===== src/rtl/sdcs_pkg.sv =====
package sdcs_pkg;
  localparam int CMD_W     = 32;
  localparam int CRC_W     = 7;
  localparam int FRAME_LEN = CMD_W + CRC_W + 1;
  localparam int IDX_W     = $clog2(FRAME_LEN);

  typedef enum logic [1:0] {
    ST_IDLE = 2'd0,
    ST_SEND = 2'd1,
    ST_WAIT = 2'd2
  } sdcs_state_t;

  // one serial step of x^7 + x^3 + 1
  function automatic logic [CRC_W-1:0] crc7_step(input logic [CRC_W-1:0] c, input logic b);
    logic fb;
    fb = b ^ c[CRC_W-1];
    return {c[CRC_W-2:0], 1'b0} ^ (fb ? 7'h09 : 7'h00);
  endfunction
endpackage


===== src/rtl/sdcs_clk_gate.sv =====
module sdcs_clk_gate #(
  parameter int NSLOT   = 5,
  parameter int SEL_W   = 3,
  parameter int CLK_DIV = 2
) (
  input  logic             clk,
  input  logic             rst,
  input  logic             run,
  input  logic             restart,
  input  logic [SEL_W-1:0] slot_sel,
  output logic             tick,
  output logic             adv,
  output logic [NSLOT-1:0] slot_clk
);
  localparam int DIV_W = (CLK_DIV > 1) ? $clog2(CLK_DIV) : 1;

  logic [DIV_W-1:0] div_q;
  logic [NSLOT-1:0] slot_nx;

  assign tick = run && (div_q == DIV_W'(CLK_DIV-1));

  for (genvar i = 0; i < NSLOT; i++) begin : g_slot
    assign slot_nx[i] = tick && (slot_sel == SEL_W'(i));
  end

  always_ff @(posedge clk) begin
    if (rst || restart || !run) begin
      div_q    <= '0;
      adv      <= 1'b0;
      slot_clk <= '0;
    end else begin
      div_q    <= tick ? '0 : div_q + 1'b1;
      adv      <= tick;
      slot_clk <= slot_nx;
    end
  end
endmodule


===== src/rtl/sdcs_crc7.sv =====
module sdcs_crc7
  import sdcs_pkg::*;
(
  input  logic             clk,
  input  logic             rst,
  input  logic             clear,
  input  logic             step,
  input  logic             bit_in,
  input  logic             shift,
  output logic [CRC_W-1:0] crc_q,
  output logic [CRC_W-1:0] crc_nx
);
  assign crc_nx = crc7_step(crc_q, bit_in);

  always_ff @(posedge clk) begin
    if (rst || clear)  crc_q <= '0;
    else if (step)     crc_q <= crc_nx;
    else if (shift)    crc_q <= {crc_q[CRC_W-2:0], 1'b0};
  end
endmodule


===== src/rtl/sdcs_flags.sv =====
module sdcs_flags #(
  parameter int NFLAG = 2
) (
  input  logic             clk,
  input  logic             rst,
  input  logic [NFLAG-1:0] set_i,
  input  logic [NFLAG-1:0] clr_i,
  output logic [NFLAG-1:0] flag_q
);
  for (genvar i = 0; i < NFLAG; i++) begin : g_flag
    always_ff @(posedge clk) begin
      if (rst)           flag_q[i] <= 1'b0;
      else if (set_i[i]) flag_q[i] <= 1'b1;
      else if (clr_i[i]) flag_q[i] <= 1'b0;
    end
  end
endmodule


===== src/rtl/sd_cmd_serializer.sv =====
module sd_cmd_serializer
  import sdcs_pkg::*;
#(
  parameter int NSLOT       = 5,
  parameter int SEL_W       = 3,
  parameter int CLK_DIV     = 2,
  parameter int RESP_BUDGET = 104,
  localparam int CNT_W      = $clog2(RESP_BUDGET + 1)
) (
  input  logic             clk,
  input  logic             rst,
  input  logic             wr_stream,
  input  logic [CMD_W-1:0] wr_data,
  input  logic             ctl_byte0_wr,
  input  logic             stat_rd,
  input  logic [SEL_W-1:0] slot_sel,
  input  logic             cmd_in,
  input  logic             resp_crc_bad,
  output logic             cmd_out,
  output logic             busy,
  output logic [NSLOT-1:0] slot_clk,
  output logic [CNT_W-1:0] clk_count,
  output logic             timeout_flag,
  output logic             crc_err_flag
);
  localparam logic [IDX_W-1:0] LAST_DATA = IDX_W'(CMD_W - 1);
  localparam logic [IDX_W-1:0] LAST_CRC  = IDX_W'(CMD_W + CRC_W - 1);
  localparam logic [IDX_W-1:0] LAST_BIT  = IDX_W'(FRAME_LEN - 1);

  sdcs_state_t      state;
  logic [CMD_W-2:0] shreg;
  logic [IDX_W-1:0] idx;
  logic             accept, adv_en, tick, adv, run;
  logic             crc_step, crc_shift, over_budget, set_to;
  logic [CRC_W-1:0] crc_q, crc_nx;
  logic [1:0]       flag_q;

  assign accept      = wr_stream && !busy;
  assign run         = (state != ST_IDLE);
  assign adv_en      = adv && !accept;
  assign over_budget = (clk_count >= CNT_W'(RESP_BUDGET));
  assign crc_step    = adv_en && (state == ST_SEND) && (idx <= LAST_DATA);
  assign crc_shift   = adv_en && (state == ST_SEND) && (idx > LAST_DATA) && (idx < LAST_CRC);
  assign set_to      = adv_en && (state == ST_WAIT) && cmd_in && over_budget;

  sdcs_clk_gate #(.NSLOT(NSLOT), .SEL_W(SEL_W), .CLK_DIV(CLK_DIV)) u_gate (
    .clk(clk), .rst(rst), .run(run), .restart(accept), .slot_sel(slot_sel),
    .tick(tick), .adv(adv), .slot_clk(slot_clk)
  );

  sdcs_crc7 u_crc (
    .clk(clk), .rst(rst), .clear(accept), .step(crc_step), .bit_in(cmd_out),
    .shift(crc_shift), .crc_q(crc_q), .crc_nx(crc_nx)
  );

  sdcs_flags #(.NFLAG(2)) u_flags (
    .clk(clk), .rst(rst),
    .set_i({resp_crc_bad, set_to}),
    .clr_i({stat_rd | ctl_byte0_wr, stat_rd}),
    .flag_q(flag_q)
  );
  assign timeout_flag = flag_q[0];
  assign crc_err_flag = flag_q[1];

  // frame sequencer
  always_ff @(posedge clk) begin
    if (rst) begin
      state   <= ST_IDLE;
      busy    <= 1'b0;
      cmd_out <= 1'b1;
      idx     <= '0;
      shreg   <= '0;
    end else if (accept) begin
      state   <= ST_SEND;
      busy    <= 1'b1;
      cmd_out <= wr_data[CMD_W-1];
      shreg   <= wr_data[CMD_W-2:0];
      idx     <= '0;
    end else if (adv_en) begin
      unique case (state)
        ST_SEND: begin
          if (idx == LAST_BIT) begin
            state   <= ST_WAIT;
            busy    <= 1'b0;
            cmd_out <= 1'b1;
          end else begin
            idx <= idx + 1'b1;
            if (idx < LAST_DATA) begin
              cmd_out <= shreg[CMD_W-2];
              shreg   <= {shreg[CMD_W-3:0], 1'b0};
            end else if (idx == LAST_DATA) begin
              cmd_out <= crc_nx[CRC_W-1];
            end else if (idx < LAST_CRC) begin
              cmd_out <= crc_q[CRC_W-2];
            end else begin
              cmd_out <= 1'b1;
            end
          end
        end
        ST_WAIT: begin
          if (!cmd_in || over_budget) state <= ST_IDLE;
        end
        default: state <= ST_IDLE;
      endcase
    end
  end

  // access clock counter
  always_ff @(posedge clk) begin
    if (rst || accept || ctl_byte0_wr) clk_count <= '0;
    else if (tick && clk_count != '1)  clk_count <= clk_count + 1'b1;
  end
endmodule



===== config.mk =====
export PLATFORM = sky130hd
export DESIGN_NAME = sd_cmd_serializer
export DESIGN_NICKNAME = d
export VERILOG_FILES = /design/src/rtl/sdcs_pkg.sv /design/src/rtl/sdcs_clk_gate.sv /design/src/rtl/sdcs_crc7.sv /design/src/rtl/sdcs_flags.sv /design/src/rtl/sd_cmd_serializer.sv
export SDC_FILE = /design/constraint.sdc
export NUM_CORES = 1
export LEC_CHECK = 0
export BUFFER_PORTS_ARGS = -buffer_cell sky130_fd_sc_hd__buf_2
export CAP_MARGIN = 20
export CELL_PAD_IN_SITES_DETAIL_PLACEMENT = 1
export CELL_PAD_IN_SITES_GLOBAL_PLACEMENT = 2
export CORE_MARGIN = 10
export CORE_UTILIZATION = 34
export DETAILED_ROUTE_END_ITERATION = 10
export PLACE_DENSITY_LB_ADDON = 0.1
export SYNTH_ARGS = -nofsm -noshare
export SYNTH_HDL_FRONTEND = slang
export SYNTH_SLANG_ARGS = --single-unit

===== constraint.sdc =====
create_clock -name clk -period 2.6 [get_ports clk]
set_input_delay 0.39 -clock clk [delete_from_list [all_inputs] [get_ports clk]]
set_output_delay 0.39 -clock clk [all_outputs]
set_load 0.005 [all_outputs]

==> flow_metrics.py, run 1 <==
metrics = {
    "status": {
        "outcome": "complete, no violations",
    },
    "clock_network": {
        "cts_buffers": 9,
        "clock-sinks": 64,
        "cts_resized": 0,
        "cts_setup_buffers": 0,
        "cts_tree": "done",
        "clk_pin_slew_ns": 0.07,
        "clk_latency_ns": 0.35,
        "htreeDepth": 3,
        "cts_buffer_depth": 2,
        "ctsHoldBuffers": 0,
        "clk_root_buffer_cell": "clkbuf_8",
    },
    "worst_setup_path": {
        "cp_max_fo": 6,
        "arrival_ns": 2.17,
        "required_ns": 2.84,
        "crit_type": "register to register",
        "reg2reg_depth": 5,
        "endpoint_kind": "register",
        "cp-start-kind": "register",
    },
    "detailed_routing": {
        "wl_mm": 7.373,
        "route.detailed.wl_per_inst_microns": 15.02,
        "vias_per_cell": 5.114,
        "dr.pass1.iters": 4,
        "drc": 0,
        "drtIter0Drc": 67,
        "vias": 2511,
        "ant_nets": 0,
    },
    "sta": {
        "tightest_slew_ns": 0.6001,
        "final-max-slew-violation-count": 0,
        "min_period_ns": 1.932,
        "finalHoldViolCount": 0,
        "max_slew_margin_pct": 59.75,
        "finalCritPeriodShare_pct": 74.32,
        "max_freq_mhz": 517.5,
        "tns_ns": 0,
        "setup_violations": 0,
        "rsz0062_at_grt": "no",
        "finClkSkew_ns": 0.006739,
    },
    "finish": {
        "nets": 430,
        "syn_to_final_growth_pct": 18.90,
        "multi_input_area_sq_mm": 0.001390,
        "fillers": 979,
        "antenna_cells": 0,
        "instances_no_fill": 491,
        "seqCellArea_sq_mm": 0.001281,
        "drive_gt1_share_pct": 21.85,
    },
    "global_route": {
        "grt_use_total_pct": 11.87,
        "grt_start_max_net_pins": 61,
        "grt_pass1_wl_mm": 12.28,
        "grt_antenna_before_repair": 0,
        "grt_pass1_vias": 2499,
        "grt_overflow": 0,
    },
    "logic_synthesis": {
        "synth_nets": 380,
        "ys_seq_area_share_pct": 45.96,
        "synth.cell_area_sq_mm": 0.002788,
        "synthCells": 335,
        "synth_edf_count": 0,
        "synth_area_leader_cell": "dfxtp_1",
        "ys_ff_latch": 64,
        "synthTopCellsByCount": "nand2_1 (68), dfxtp_1 (64), nor2_1 (55)",
        "synth_most_common_cell": "nand2_1",
        "synth_area_leaders": "dfxtp_1 (46%), a311oi_1 (9.4%), nand2_1 (9.2%), nor2_1 (7.4%), xnor2_1 (2.2%)",
        "syn_area_per_cell_sq_um": 8.321,
        "yosysUniqueCellTypes": 44,
        "synth_top_area_share_pct": 45.96,
        "async_flop_share_pct": 0,
        "yosys_warnings": 0,
        "ys_dominant_reg_cell": "dfxtp_1",
    },
    "placed_design": {
        "dp_hpwl_mm": 5.226,
        "finalWeightedCongestion": 0.7097,
        "port-buffer-count": 57,
        "dpl.cell_count": 476,
    },
    "worst_hold_path": {
        "hold_depth": 2,
        "min_path_type": "primary input to register",
    },
    "floorplanning": {
        "fp.dieArea_sq_mm": 0.01222,
        "initial_core_util_pct": 35.52,
        "core.rowCount": 32,
        "ios": 58,
        "fp.dieW_microns": 110.6,
        "fp.dieH_microns": 110.6,
        "core_sq_mm": 0.007848,
    },
    "pwr": {
        "p_per_area_mw_per_mm2": 591.9,
        "p_leak_nw": 1.312,
        "vdd_drop_max_mv": 0.2088,
    },
    "flow_run": {
        "drv_cap": 0,
    },
}
## stage by stage
stage / worst slack [ns] / instance area (sq um) / total power, mW / util (%) / hold slack, ns
after floorplan: 0.8630 / 2788 / 1.200 / - / 0.3967
after detailed placement: 0.7028 / 3161 / 1.279 / 40.27 / 0.4112
after global routing: 0.5278 / 3314 / 2.077 / 42.24 / 0.2398
after CTS: 0.6845 / 3314 / 2.002 / 42.24 / 0.2267
after global placement: 0.7434 / 3161 / 1.273 / 40.27 / 0.4041
final: 0.6678 / 3314 / 1.962 / 42.24 / 0.2394
## state kept, by name (all words and copies together), names as in the netlist
name	cells
u_gate.slot_clk	5
idx	6
cmd_out	1
busy	1
shreg	31
u_gate.adv	1
u_gate.div_q	1
state	2
u_crc.crc_q	7
clk_count	7
u_flags.flag_q	2
## where the power goes
| part | total [mW] | leakage, nW | internal (mW) | switching [mW] |
|---|---|---|---|---|
| combinational | 0.203 | 0.710 | 0.0842 | 0.119 |
| clock | 0.708 | 0.0789 | 0.336 | 0.372 |
| sequential | 1.05 | 0.523 | 1.03 | 0.0258 |
## placed cells by master (no fill, tap or decap), types with 7 or more instances in the layout
master,count
nand2_1,68
dfxtp_1,64
buf_2,57
nor2_1,55
a311oi_1,30
a21oi_1,10
clkbuf_8,9
o21ai_0,8
xnor2_1,7
## worst max-delay path: stages (launching register included)
cell	delay [ns]
dfxtp_1	0.35
ha_1	0.28
and3_1	0.25
a211oi_1	0.56
a211oi_1	0.16
a31o_2	0.24
## layer usage
layer  routed length (microns)  track usage [%]
met3                       384            4.808
met4                       105            4.145
met5                         0                0
met1                      3719            15.34
met2                      3163            17.33
## worst paths after layout
check | from | endpoint | slack [ns]
setup / recovery | idx[0]$_SDFFE_PP0P_ | idx[2]$_SDFFE_PP0P_ | 0.67
hold / removal | slot_sel[0] | u_gate.slot_clk[2]$_SDFF_PP0_ | 0.24
setup reg to reg | idx[0]$_SDFFE_PP0P_ | idx[2]$_SDFFE_PP0P_ | 0.67
hold reg to reg | u_gate.div_q$_SDFF_PP0_ | u_gate.div_q$_SDFF_PP0_ | 0.43
## cell families (layout without fill, tap and decap cells)
logic type               count (synthesis)  in the layout  share of synthesized area [%]
multiplexers                             7              7                          2.558
AND/OR/NAND/NOR                        158            158                          25.00
adder cells (fa/ha/maj)                  3              3                          1.347
XOR/XNOR                                 8              8                          2.514
buffers and inverters                   29             83                          4.488
flip-flops                              64             64                          45.96
AO/OA/AOI/OAI                           66             66                          18.13
## area by class of cell
cell class                      count  share of cell area [%]
Clock buffer                       11                   3.964
Timing Repair Buffer               63                   10.34
Multi-Input combinational cell    242                   41.94
Inverter                            5                  0.5663
Sequential cell                    64                   38.66
Tap cell                          102                   3.850
Clock inverter                      4                  0.6795
(Power assumes the default switching activity.)
==> inputs of run 2 (changes only) <==
--- a/config.mk
+++ b/config.mk
@@ -10,7 +10,7 @@
 export CELL_PAD_IN_SITES_DETAIL_PLACEMENT = 1
 export CELL_PAD_IN_SITES_GLOBAL_PLACEMENT = 2
 export CORE_MARGIN = 10
-export CORE_UTILIZATION = 34
+export CORE_UTILIZATION = 31
 export DETAILED_ROUTE_END_ITERATION = 10
 export PLACE_DENSITY_LB_ADDON = 0.1
 export SYNTH_ARGS = -nofsm -noshare
==> constraint.sdc (replaced) <==
create_clock -name clk -period 1.9 [get_ports clk]
set_input_delay 0.285 -clock clk [delete_from_list [all_inputs] [get_ports clk]]
set_output_delay 0.285 -clock clk [all_outputs]
set_load 0.005 [all_outputs]
==> run 2 against run 1 <==
Compared with the run above: critical path depth is 1 higher; final cell count grew 4.1%; non-clock buffer count increased by 13; global-route usage fell by 0.28 points; via count grew 2.5%; combinational power grew 51%; flip-flop and latch count stayed put; wire length up 6.0%; register-to-register slack worse by 0.49 ns; cell area rose by 7.9%; first-iteration DRC count rose by 61%; total power grew 70%; largest cell class unchanged.
==> flow_metrics.py, run 2 (same netlist as run 1, synthesis figures left out) <==
metrics = {
    "detailed_routing": {
        "drc": 0,
        "vias": 2573,
        "ant_nets": 0,
        "wl_mm": 7.818,
        "dr.pass1.iters": 4,
        "route.detailed.wl_per_inst_microns": 15.30,
        "vias_per_cell": 5.035,
        "wl_met3_microns": 483,
        "wl_met1_mm": 3.908,
        "drtIter0Drc": 108,
        "topRoutingLayerUsed": "met4",
        "met2_length_mm": 3.343,
    },
    "pwr": {
        "p_sw_share_pct": 22.62,
        "p_leak_nw": 1.447,
        "pwr-share-clk_pct": 47.5,
        "power_frac_seq_pct": 43.2,
        "p_per_area_mw_per_mm2": 930.3,
        "vdd_drop_max_mv": 0.5473,
        "combPwrFrac_pct": 9.2,
        "switching_power_uw": 752.6,
        "internal-power_mw": 2.574,
    },
    "clock_network": {
        "htreeDepth": 3,
        "clk_root_buffer_cell": "clkbuf_8",
        "cts_buffers": 9,
        "cts_tree": "done",
        "cts_buffer_depth": 2,
        "clk_latency_ns": 0.34,
        "clock-sinks": 64,
        "clk_pin_slew_ns": 0.07,
        "cts_setup_buffers": 0,
    },
    "global_route": {
        "grt_antenna_before_repair": 0,
        "grt_pass1_vias": 2590,
        "grt_start_max_net_pins": 41,
        "grt_pass1_wl_mm": 12.54,
        "grt_use_total_pct": 11.59,
        "grt_overflow": 0,
    },
    "finish": {
        "nets": 443,
        "top_regs": "shreg: 31 flops, clk_count: 7 flops, u_crc.crc_q: 7 flops",
        "seqCellArea_sq_mm": 0.001281,
        "layout_commonest_cell": "nand2_1",
        "antenna_cells": 0,
        "multi_input_area_sq_mm": 0.001403,
        "largest_reg_flops": 31,
        "layout_common_cells": "nand2_1 (68), dfxtp_1 (64), buf_2 (57)",
        "largest_register": "shreg",
        "syn_to_final_growth_pct": 28.28,
        "instances_no_fill": 511,
        "fillers": 1055,
        "drive_gt1_share_pct": 25.31,
    },
    "sta": {
        "tns_ns": 0,
        "finalCritPeriodShare_pct": 90.43,
        "finClkSkew_ns": 0.006606,
        "fin_worst_hold_slack_ns": 0.1412,
        "max_slew_margin_pct": 65.42,
        "min_period_ns": 1.718,
        "final-max-slew-violation-count": 0,
        "rsz0062_at_grt": "no",
        "setup_violations": 0,
        "tightest_slew_ns": 0.5187,
        "finalHoldViolCount": 0,
        "max_freq_mhz": 582.0,
    },
    "placed_design": {
        "finalWeightedCongestion": 0.7240,
        "dp_hpwl_mm": 5.636,
        "port-buffer-count": 57,
        "dpl.cell_count": 494,
    },
    "status": {
        "outcome": "complete, no violations",
    },
    "worst_setup_path": {
        "cp_max_fo": 4,
        "required_ns": 2.12,
        "rr_startpoint": "idx[0]$_SDFFE_PP0P_",
        "arrival_ns": 1.94,
        "cp-start-kind": "register",
        "crit_start": "idx[0]$_SDFFE_PP0P_",
        "crit_type": "register to register",
        "endpoint_kind": "register",
    },
    "floorplanning": {
        "initial_core_util_pct": 31.97,
        "core.rowCount": 34,
        "core_sq_mm": 0.008721,
        "ios": 58,
        "fp.dieW_microns": 114.8,
        "fp.dieArea_sq_mm": 0.01319,
        "fp.dieH_microns": 114.8,
    },
    "worst_hold_path": {
        "min_path_type": "primary input to register",
        "hp-start": "slot_sel[0]",
    },
    "flow_run": {
        "drv_cap": 0,
    },
}
run 2: cell types whose count changed in the layout (fill, tap and decap cells not counted), sizes merged:
cell	previous run	this run
buf	63	75
bufinv	0	4
clkinv	3	2
clkinvlp	1	0
run 2: timing repair:
action	CTS	global route
hold buffers	0	0
endpoints found under the setup margin	0	4
resized for setup	0	2
run 2: worst paths after layout:
path / endpoint / slack, ns / depth (start not counted)
max: cmd_out$_SDFFE_PP1P_ / 0.18 / 6
min: u_gate.slot_clk[2]$_SDFF_PP0_ / 0.14 / 2
min reg2reg: u_gate.div_q$_SDFF_PP0_ / 0.43 / 1
max reg2reg: cmd_out$_SDFFE_PP1P_ / 0.18 / 6
run 2: worst max-delay path, cell delays in order, from the launching register on:
cell and delay [ns]:
dfxtp_1 0.35, ha_1 0.23, a41oi_1 0.21, buf_4 0.15, mux2_2 0.32, a211oi_1 0.22
o21ai_0 0.11
run 2: layout make-up:
class	count	share of cell area [%]
multi-input cells	242	39.22
flip-flops and latches	64	35.83
repair buffers	76	13.16
clock buffers	10	3.849
well taps	108	3.779
clock inverters	6	3.639
inverters	5	0.5248
run 2: power by group through the flow:
stage,Sequential (mW),Combinational [mW],Clock [mW]
floorplan,1.46,0.183,0
global placement,1.47,0.291,0
detailed placement,1.47,0.297,0
CTS,1.44,0.298,1.63
global route,1.45,0.348,1.69
finish,1.44,0.307,1.58
run 2: routing by layer:
metal	up-vias	GRT usage, %
met3	7	3.698
met1	1220	15.31
met2	50	16.76
met5	-	0
li1	1296	-
met4	0	5.446
run 2: through the flow:
step / setup WS [ns] / power (mW) / cell area, sq um / util [%]
after floorplan: 0.1630 / 1.642 / 2788 / -
final: 0.1818 / 3.327 / 3576 / 41.00
after global placement: 0.2142 / 1.758 / 3271 / 37.50
after detailed placement: 0.1142 / 1.766 / 3271 / 37.50
after CTS: 0.1268 / 3.362 / 3538 / 40.57
after global routing: 0.02879 / 3.481 / 3576 / 41.00
